## config.mk

```make
export PLATFORM = sky130hd
export DESIGN_NAME = xint_decoder
export DESIGN_NICKNAME = d
export VERILOG_FILES = /design/src/rtl/xint_pkg.sv /design/src/rtl/xint_sync.sv /design/src/rtl/xint_src.sv /design/src/rtl/xint_vec.sv /design/src/rtl/xint_arb.sv /design/src/rtl/xint_decoder.sv
export SDC_FILE = /design/constraint.sdc
export NUM_CORES = 1
export LEC_CHECK = 0
export ABC_CLOCK_PERIOD_IN_PS = 1300
export CAP_MARGIN = 20
export CORE_MARGIN = 3
export CORE_UTILIZATION = 35
export DETAILED_ROUTE_END_ITERATION = 8
export DONT_BUFFER_PORTS = 1
export PLACE_DENSITY = 0.61
export SLEW_MARGIN = 0
export SYNTH_ARGS = -nofsm -noshare
export SYNTH_HDL_FRONTEND = slang
export SYNTH_SLANG_ARGS = --single-unit
```

## constraint.sdc

```tcl
create_clock -name clk_i -period 1.3 [get_ports clk_i]
set_input_delay 0.13 -clock clk_i [delete_from_list [all_inputs] [get_ports clk_i]]
set_output_delay 0.13 -clock clk_i [all_outputs]
set_load 0.01 [all_outputs]
```

## src/rtl/xint_pkg.sv

```systemverilog
package xint_pkg;
  typedef enum logic [1:0] {
    XM_DED = 2'b00,
    XM_EXP = 2'b01,
    XM_MIX = 2'b10,
    XM_OFF = 2'b11
  } xmode_e;
endpackage

```

## src/rtl/xint_sync.sv

```systemverilog
module xint_sync #(
  parameter int unsigned     W       = 9,
  parameter int unsigned     STAGES  = 2,
  parameter logic [W-1:0]    RST_VAL = '1
) (
  input  logic         clk_i,
  input  logic         rst_ni,
  input  logic [W-1:0] d_i,
  output logic [W-1:0] q_o,
  output logic [W-1:0] prev_o
);
  logic [W-1:0] stg_q [STAGES];
  logic [W-1:0] prev_q;

  always_ff @(posedge clk_i or negedge rst_ni) begin
    if (!rst_ni) begin
      for (int s = 0; s < STAGES; s++) stg_q[s] <= RST_VAL;
      prev_q <= RST_VAL;
    end else begin
      stg_q[0] <= d_i;
      for (int s = 1; s < STAGES; s++) stg_q[s] <= stg_q[s-1];
      prev_q <= stg_q[STAGES-1];
    end
  end

  assign q_o    = stg_q[STAGES-1];
  assign prev_o = prev_q;
endmodule

```

## src/rtl/xint_src.sv

```systemverilog
module xint_src (
  input  logic clk_i,
  input  logic rst_ni,
  input  logic en_i,
  input  logic edge_i,
  input  logic low_i,
  input  logic fall_i,
  input  logic clr_i,
  output logic pend_o
);
  logic pend_q;

  always_ff @(posedge clk_i or negedge rst_ni) begin
    if (!rst_ni)       pend_q <= 1'b0;
    else if (!en_i)    pend_q <= 1'b0;
    else if (!edge_i)  pend_q <= low_i;
    else if (fall_i)   pend_q <= 1'b1;   // new edge wins over ack
    else if (clr_i)    pend_q <= 1'b0;
  end

  assign pend_o = pend_q;

  a_r4_edge_hold: assert property (@(posedge clk_i) disable iff (!rst_ni)
    (en_i && edge_i && pend_q && !clr_i) |=> pend_q);
  a_r3_level_follow: assert property (@(posedge clk_i) disable iff (!rst_ni)
    (en_i && !edge_i) |=> (pend_q == $past(low_i)));
  a_r10_drop_when_off: assert property (@(posedge clk_i) disable iff (!rst_ni)
    !en_i |=> !pend_q);
endmodule

```

## src/rtl/xint_vec.sv

```systemverilog
module xint_vec
  import xint_pkg::*;
#(
  parameter int unsigned          W       = 8,
  parameter int unsigned          MIX_DED = 3,
  parameter logic [MIX_DED-1:0]   MIX_LOW = 3'b010
) (
  input  logic         clk_i,
  input  logic         rst_ni,
  input  xmode_e       mode_i,
  input  logic [W-1:0] pins_i,
  output logic         vld_o,
  output logic [W-1:0] vec_o
);
  localparam int unsigned HI_W = W - MIX_DED;

  logic         vld_d, vld_q;
  logic [W-1:0] vec_d, vec_q;
  logic [HI_W-1:0] hi;

  always_comb begin
    hi    = ~pins_i[HI_W-1:0];
    vld_d = 1'b0;
    vec_d = '0;
    unique case (mode_i)
      XM_EXP: begin
        vec_d = ~pins_i;
        vld_d = |vec_d;
      end
      XM_MIX: begin
        vld_d = |hi;
        vec_d = vld_d ? {hi, MIX_LOW} : '0;
      end
      default: ;
    endcase
  end

  always_ff @(posedge clk_i or negedge rst_ni) begin
    if (!rst_ni) begin
      vld_q <= 1'b0;
      vec_q <= '0;
    end else begin
      vld_q <= vld_d;
      vec_q <= vec_d;
    end
  end

  assign vld_o = vld_q;
  assign vec_o = vec_q;

  a_r7_mix_low_bits: assert property (@(posedge clk_i) disable iff (!rst_ni)
    (vld_q && $past(mode_i) == XM_MIX) |-> (vec_q[MIX_DED-1:0] == MIX_LOW));
  a_r6_nonzero_vec: assert property (@(posedge clk_i) disable iff (!rst_ni)
    vld_q |-> (vec_q != '0));
  a_r2_off_silent: assert property (@(posedge clk_i) disable iff (!rst_ni)
    (mode_i == XM_OFF) |=> !vld_q);
endmodule

```

## src/rtl/xint_arb.sv

```systemverilog
module xint_arb #(
  parameter int unsigned W = 8
) (
  input  logic [W-1:0] pend_i,
  input  logic         vld_i,
  input  logic [W-1:0] vec_i,
  input  logic         nmi_i,
  output logic         req_o,
  output logic         vec_mode_o,
  output logic [W-1:0] id_o
);
  logic         any_pend;
  logic [W-1:0] top_idx;

  always_comb begin
    top_idx = '0;
    for (int k = 0; k < W; k++)
      if (pend_i[k]) top_idx = W'(k);   // last hit = highest index
  end

  assign any_pend = |pend_i;

  always_comb begin
    req_o      = 1'b0;
    vec_mode_o = 1'b0;
    id_o       = '0;
    if (!nmi_i) begin
      if (any_pend) begin
        req_o = 1'b1;
        id_o  = top_idx;
      end else if (vld_i) begin
        req_o      = 1'b1;
        vec_mode_o = 1'b1;
        id_o       = vec_i;
      end
    end
  end
endmodule

```

## src/rtl/xint_decoder.sv

```systemverilog
module xint_decoder
  import xint_pkg::*;
#(
  parameter int unsigned                NUM_PINS    = 8,
  parameter int unsigned                MIX_DED     = 3,
  parameter logic [MIX_DED-1:0]         MIX_LOW     = 3'b010,
  parameter int unsigned                SYNC_STAGES = 2
) (
  input  logic                clk_i,
  input  logic                rst_ni,
  input  logic [1:0]          mode_i,
  input  logic [NUM_PINS-1:0] trig_edge_i,
  input  logic [NUM_PINS-1:0] irq_n_i,
  input  logic                nmi_n_i,
  input  logic                ack_i,
  input  logic                nmi_ack_i,
  output logic                req_o,
  output logic                vec_mode_o,
  output logic [NUM_PINS-1:0] id_o,
  output logic                nmi_o
);
  localparam int unsigned IDW     = $clog2(NUM_PINS);
  localparam int unsigned SW      = NUM_PINS + 1;
  localparam int unsigned MIX_VEC = NUM_PINS - MIX_DED;

  xmode_e              mode;
  logic [SW-1:0]       s_cur, s_prev;
  logic [NUM_PINS-1:0] pins, fall, ded_mask, pend;
  logic                nmi_fall, nmi_q;
  logic                vec_vld;
  logic [NUM_PINS-1:0] vec_val;

  assign mode = xmode_e'(mode_i);

  xint_sync #(.W(SW), .STAGES(SYNC_STAGES), .RST_VAL({SW{1'b1}})) i_sync (
    .clk_i (clk_i),
    .rst_ni(rst_ni),
    .d_i   ({nmi_n_i, irq_n_i}),
    .q_o   (s_cur),
    .prev_o(s_prev)
  );

  assign pins     = s_cur[NUM_PINS-1:0];
  assign fall     = s_prev[NUM_PINS-1:0] & ~pins;
  assign nmi_fall = s_prev[NUM_PINS] & ~s_cur[NUM_PINS];

  always_comb begin
    unique case (mode)
      XM_DED:  ded_mask = '1;
      XM_MIX:  ded_mask = {{MIX_DED{1'b1}}, {MIX_VEC{1'b0}}};
      default: ded_mask = '0;
    endcase
  end

  for (genvar i = 0; i < NUM_PINS; i++) begin : g_src
    logic clr;
    assign clr = ack_i && req_o && !vec_mode_o && (id_o == NUM_PINS'(i));
    xint_src i_src (
      .clk_i (clk_i),
      .rst_ni(rst_ni),
      .en_i  (ded_mask[i]),
      .edge_i(trig_edge_i[i]),
      .low_i (~pins[i]),
      .fall_i(fall[i]),
      .clr_i (clr),
      .pend_o(pend[i])
    );
  end

  xint_vec #(.W(NUM_PINS), .MIX_DED(MIX_DED), .MIX_LOW(MIX_LOW)) i_vec (
    .clk_i (clk_i),
    .rst_ni(rst_ni),
    .mode_i(mode),
    .pins_i(pins),
    .vld_o (vec_vld),
    .vec_o (vec_val)
  );

  always_ff @(posedge clk_i or negedge rst_ni) begin
    if (!rst_ni)        nmi_q <= 1'b0;
    else if (nmi_fall)  nmi_q <= 1'b1;
    else if (nmi_ack_i) nmi_q <= 1'b0;
  end

  xint_arb #(.W(NUM_PINS)) i_arb (
    .pend_i    (pend),
    .vld_i     (vec_vld),
    .vec_i     (vec_val),
    .nmi_i     (nmi_q),
    .req_o     (req_o),
    .vec_mode_o(vec_mode_o),
    .id_o      (id_o)
  );

  assign nmi_o = nmi_q;

  a_r8_nmi_masks_req: assert property (@(posedge clk_i) disable iff (!rst_ni)
    nmi_o |-> !req_o);
  a_r8_nmi_hold: assert property (@(posedge clk_i) disable iff (!rst_ni)
    (nmi_o && !nmi_ack_i) |=> nmi_o);
  a_r5_index_pending: assert property (@(posedge clk_i) disable iff (!rst_ni)
    (req_o && !vec_mode_o) |-> pend[id_o[IDW-1:0]]);
  a_r5_index_highest: assert property (@(posedge clk_i) disable iff (!rst_ni)
    (req_o && !vec_mode_o) |-> ((pend >> id_o[IDW-1:0]) == NUM_PINS'(1)));
  a_r7_mix_ded_range: assert property (@(posedge clk_i) disable iff (!rst_ni)
    (mode == XM_MIX && $past(mode) == XM_MIX && req_o && !vec_mode_o)
      |-> (id_o >= NUM_PINS'(MIX_VEC)));
  a_r4_ack_clears: assert property (@(posedge clk_i) disable iff (!rst_ni)
    (ack_i && req_o && !vec_mode_o && trig_edge_i[id_o[IDW-1:0]]
     && ded_mask[id_o[IDW-1:0]] && !fall[id_o[IDW-1:0]])
      |=> !pend[$past(id_o[IDW-1:0])]);
endmodule

```

==> metrics <==
post-route insts no fill=270; final net count=228; post-placement cell count=235; Pleak=0.00105 uW; Via Count=1336; hold slack=7.95 ps; Core Box Area=4850 sq um; total global routing overflow=0; final count of negative-setup-slack endpoints=17; multiplexer share of the synthesized area=0%; Synth Area per Inst=11.8 sq um; Worst Path Required=1170 ps; Clock Pin Slew Worst Setup and Hold Paths=90 ps; Distinct cells, synth=29; Worst-Margin Slew=369 ps; IO Count=34; total CTS buffers=5; synthesis-to-finish area growth=35.6%; fin util=50.4%; post-synth net total=179; Seq/Total Area, Yosys=64.4%; Min-Delay Path Class=input pin to flop; top sig layer=met4; Max FO, Critical Path=6; RSZ-0062 raised after global routing=yes; DRC viols=0; 1st-pass router iterations=4; std cell rows=25; Min Clock Period, post-route=1680 ps; failing checks=setup timing; final WL=4.14 mm; most frequent cells in the layout=dfstp_2 (27), buf_4 (26), inv_1 (16); worst skew pair latency=300 ps; synthesized area=1800 sq um; Die W=77.8 microns; post-place setup slack=-150 ps; CTS sink count=45; clk root buf=clkbuf_8; largest family of logic cells by synthesized area=compound AO/OA/AOI/OAI gates; Post-DP Area=2010 sq um; Die Y=77.8 microns; Setup CP Type=flop to output port; initial antenna violation count=0; FF+latch count, synth=45; simple-gate area share of the yosys netlist=13.5%; final slew viol count=0; CTS max path bufs=2; Port Buffer Count=0; Final Cycle Share=130%; CTS H-tree lvls=2; Post-DRT Antenna Nets=0; layout cell share with drive strength beyond 1=47.8%; P per Cell Area=1180 nW/um^2; total of warnings raised by yosys=0; wl on met1=1.63 mm; Final Wtd Congestion=0.938; HPWL Detailed=2.76 mm; complex-gate fraction of the synthesized area=16.5%; DR vias/cell=4.95; Peak Freq=0.594 GHz; outcome=finished with violations; # diodes=0; cell count after synthesis=153; first-pass GRT wire length=6.69 mm; largest net degree at the start of global routing=46; Max transition margin=75.2%; Peak supply drop=0.000601 V; routed length on met3=314 microns; initial core utilization=37.2%; number of global-route vias before repair=1405; most common cell after layout, fill and taps aside=dfstp_2; area share of fa/ha/maj cells after synthesis=2.08%; Final Hold Fails=0; xor/xnor cell area share of the yosys netlist=0%; total global-route track usage=14.5%; crit path DAT=1550 ps; CTS tree=yes; max_cap viols=0; Setup Skew=7.26 ps; Worst Setup Slack, final=-384 ps; startpoint types=flop; CP Capture Type=output port; Iter 0 DRT Violations=55; detailed-route wire length per cell=15.3 microns; wire length on met2=2.05 mm; die area=6050 sq um; post-route cell area=2440 sq um
## routing by layer
layer	GRT usage [%]	vias up
li1	-	627
met1	16.8	648
met2	23.0	46
met3	6.15	15
met4	7.12	0
met5	0	-
## cell families after synthesis
family	count (synthesis)
fa+ha+maj	3
flops	45
compound gates	43
simple gates	45
buf+inv	17
## worst paths after layout
check                                       from               endpoint  slack (ps)  cells after the start
min in group asynchronous                 rst_ni  g_src[0].i_src.pend_o         310                      2
max in group asynchronous                 rst_ni       i_sync.prev_o[3]         730                      2
setup / recovery           g_src[7].i_src.pend_o                id_o[7]        -380                      3
setup reg to reg           g_src[7].i_src.pend_o  g_src[7].i_src.pend_o        -280                      6
hold / removal                    trig_edge_i[1]  g_src[1].i_src.pend_o           8                      2
hold reg to reg                 i_sync.stg_q[12]          i_sync.q_o[3]         360                      0
## critical path, stage by stage, from the launching register on
cell	delay [ps]
dfrtp_2	440
nor4_4	370
and3_4	290
and2_4	160
## stage by stage
stage	power [uW]	TNS, ps
CTS	2870	-4920
detailed placement	1870	-1450
global route	3040	-6090
finish	2870	-4870
global placement	1860	-762
floorplan	1760	-89.3
## power by group
part	internal [uW]	total [uW]	leakage (uW)	switching (uW)
Clock	377	846	0.0000364	470
Combinational	234	466	0.000492	232
Sequential	1510	1560	0.000520	53.6
Total	2120	2870	0.00105	755
## synth_stat cells
library cell,n,share of area (%)
dfrtp_1,18,25
nor2_1,11,2.3
inv_1,17,3.5
o22ai_1,6,2.1
nor2b_1,3,1.0
nor4_1,1,0.35
a211o_1,1,0.49
and3_4,1,0.62
a31oi_1,1,0.35
ha_1,3,2.1
o21ai_0,7,1.9
and3_1,3,1.0
or2_2,1,0.35
o31ai_1,1,0.42
a211o_4,1,0.97
nor4_2,1,0.69
o2111ai_1,1,0.49
a311oi_2,1,0.83
nor3_1,3,0.83
a211oi_1,2,0.83
nand3_1,4,1.1
nand2_1,5,1.0
a211oi_2,4,2.8
dfstp_2,27,39
and2_1,10,3.5
nand2b_1,1,0.35
a21boi_0,2,0.83
nand4_1,1,0.35
a21oi_1,16,4.4
## cell type report
type / count / area (sq um)
tap: 67 / 83.8
clock buffer: 5 / 68.8
sequential: 45 / 1160
multi-input combinational: 91 / 671
clock inverter: 3 / 22.5
fill: 445 / 2410
timing repair buffer: 42 / 369
inverter: 17 / 63.8
## what timing repair did
item,CTS,global route
endpoints found under the setup margin,16,19
gates resized for setup,23,10
hold endpoints to repair,55,1
buffers inserted,9,5
hold buffers,12,1
pin swaps,18,7
## registers in the layout (all words and copies together), names as in the netlist
signal	cells
i_vec.vld_o	1
i_sync.stg_q	9
i_sync.prev_o	9
i_vec.vec_o	8
g_src.i_src.pend_o	8
nmi_o	1
i_sync.q_o	9
(Power assumes the default switching activity.)
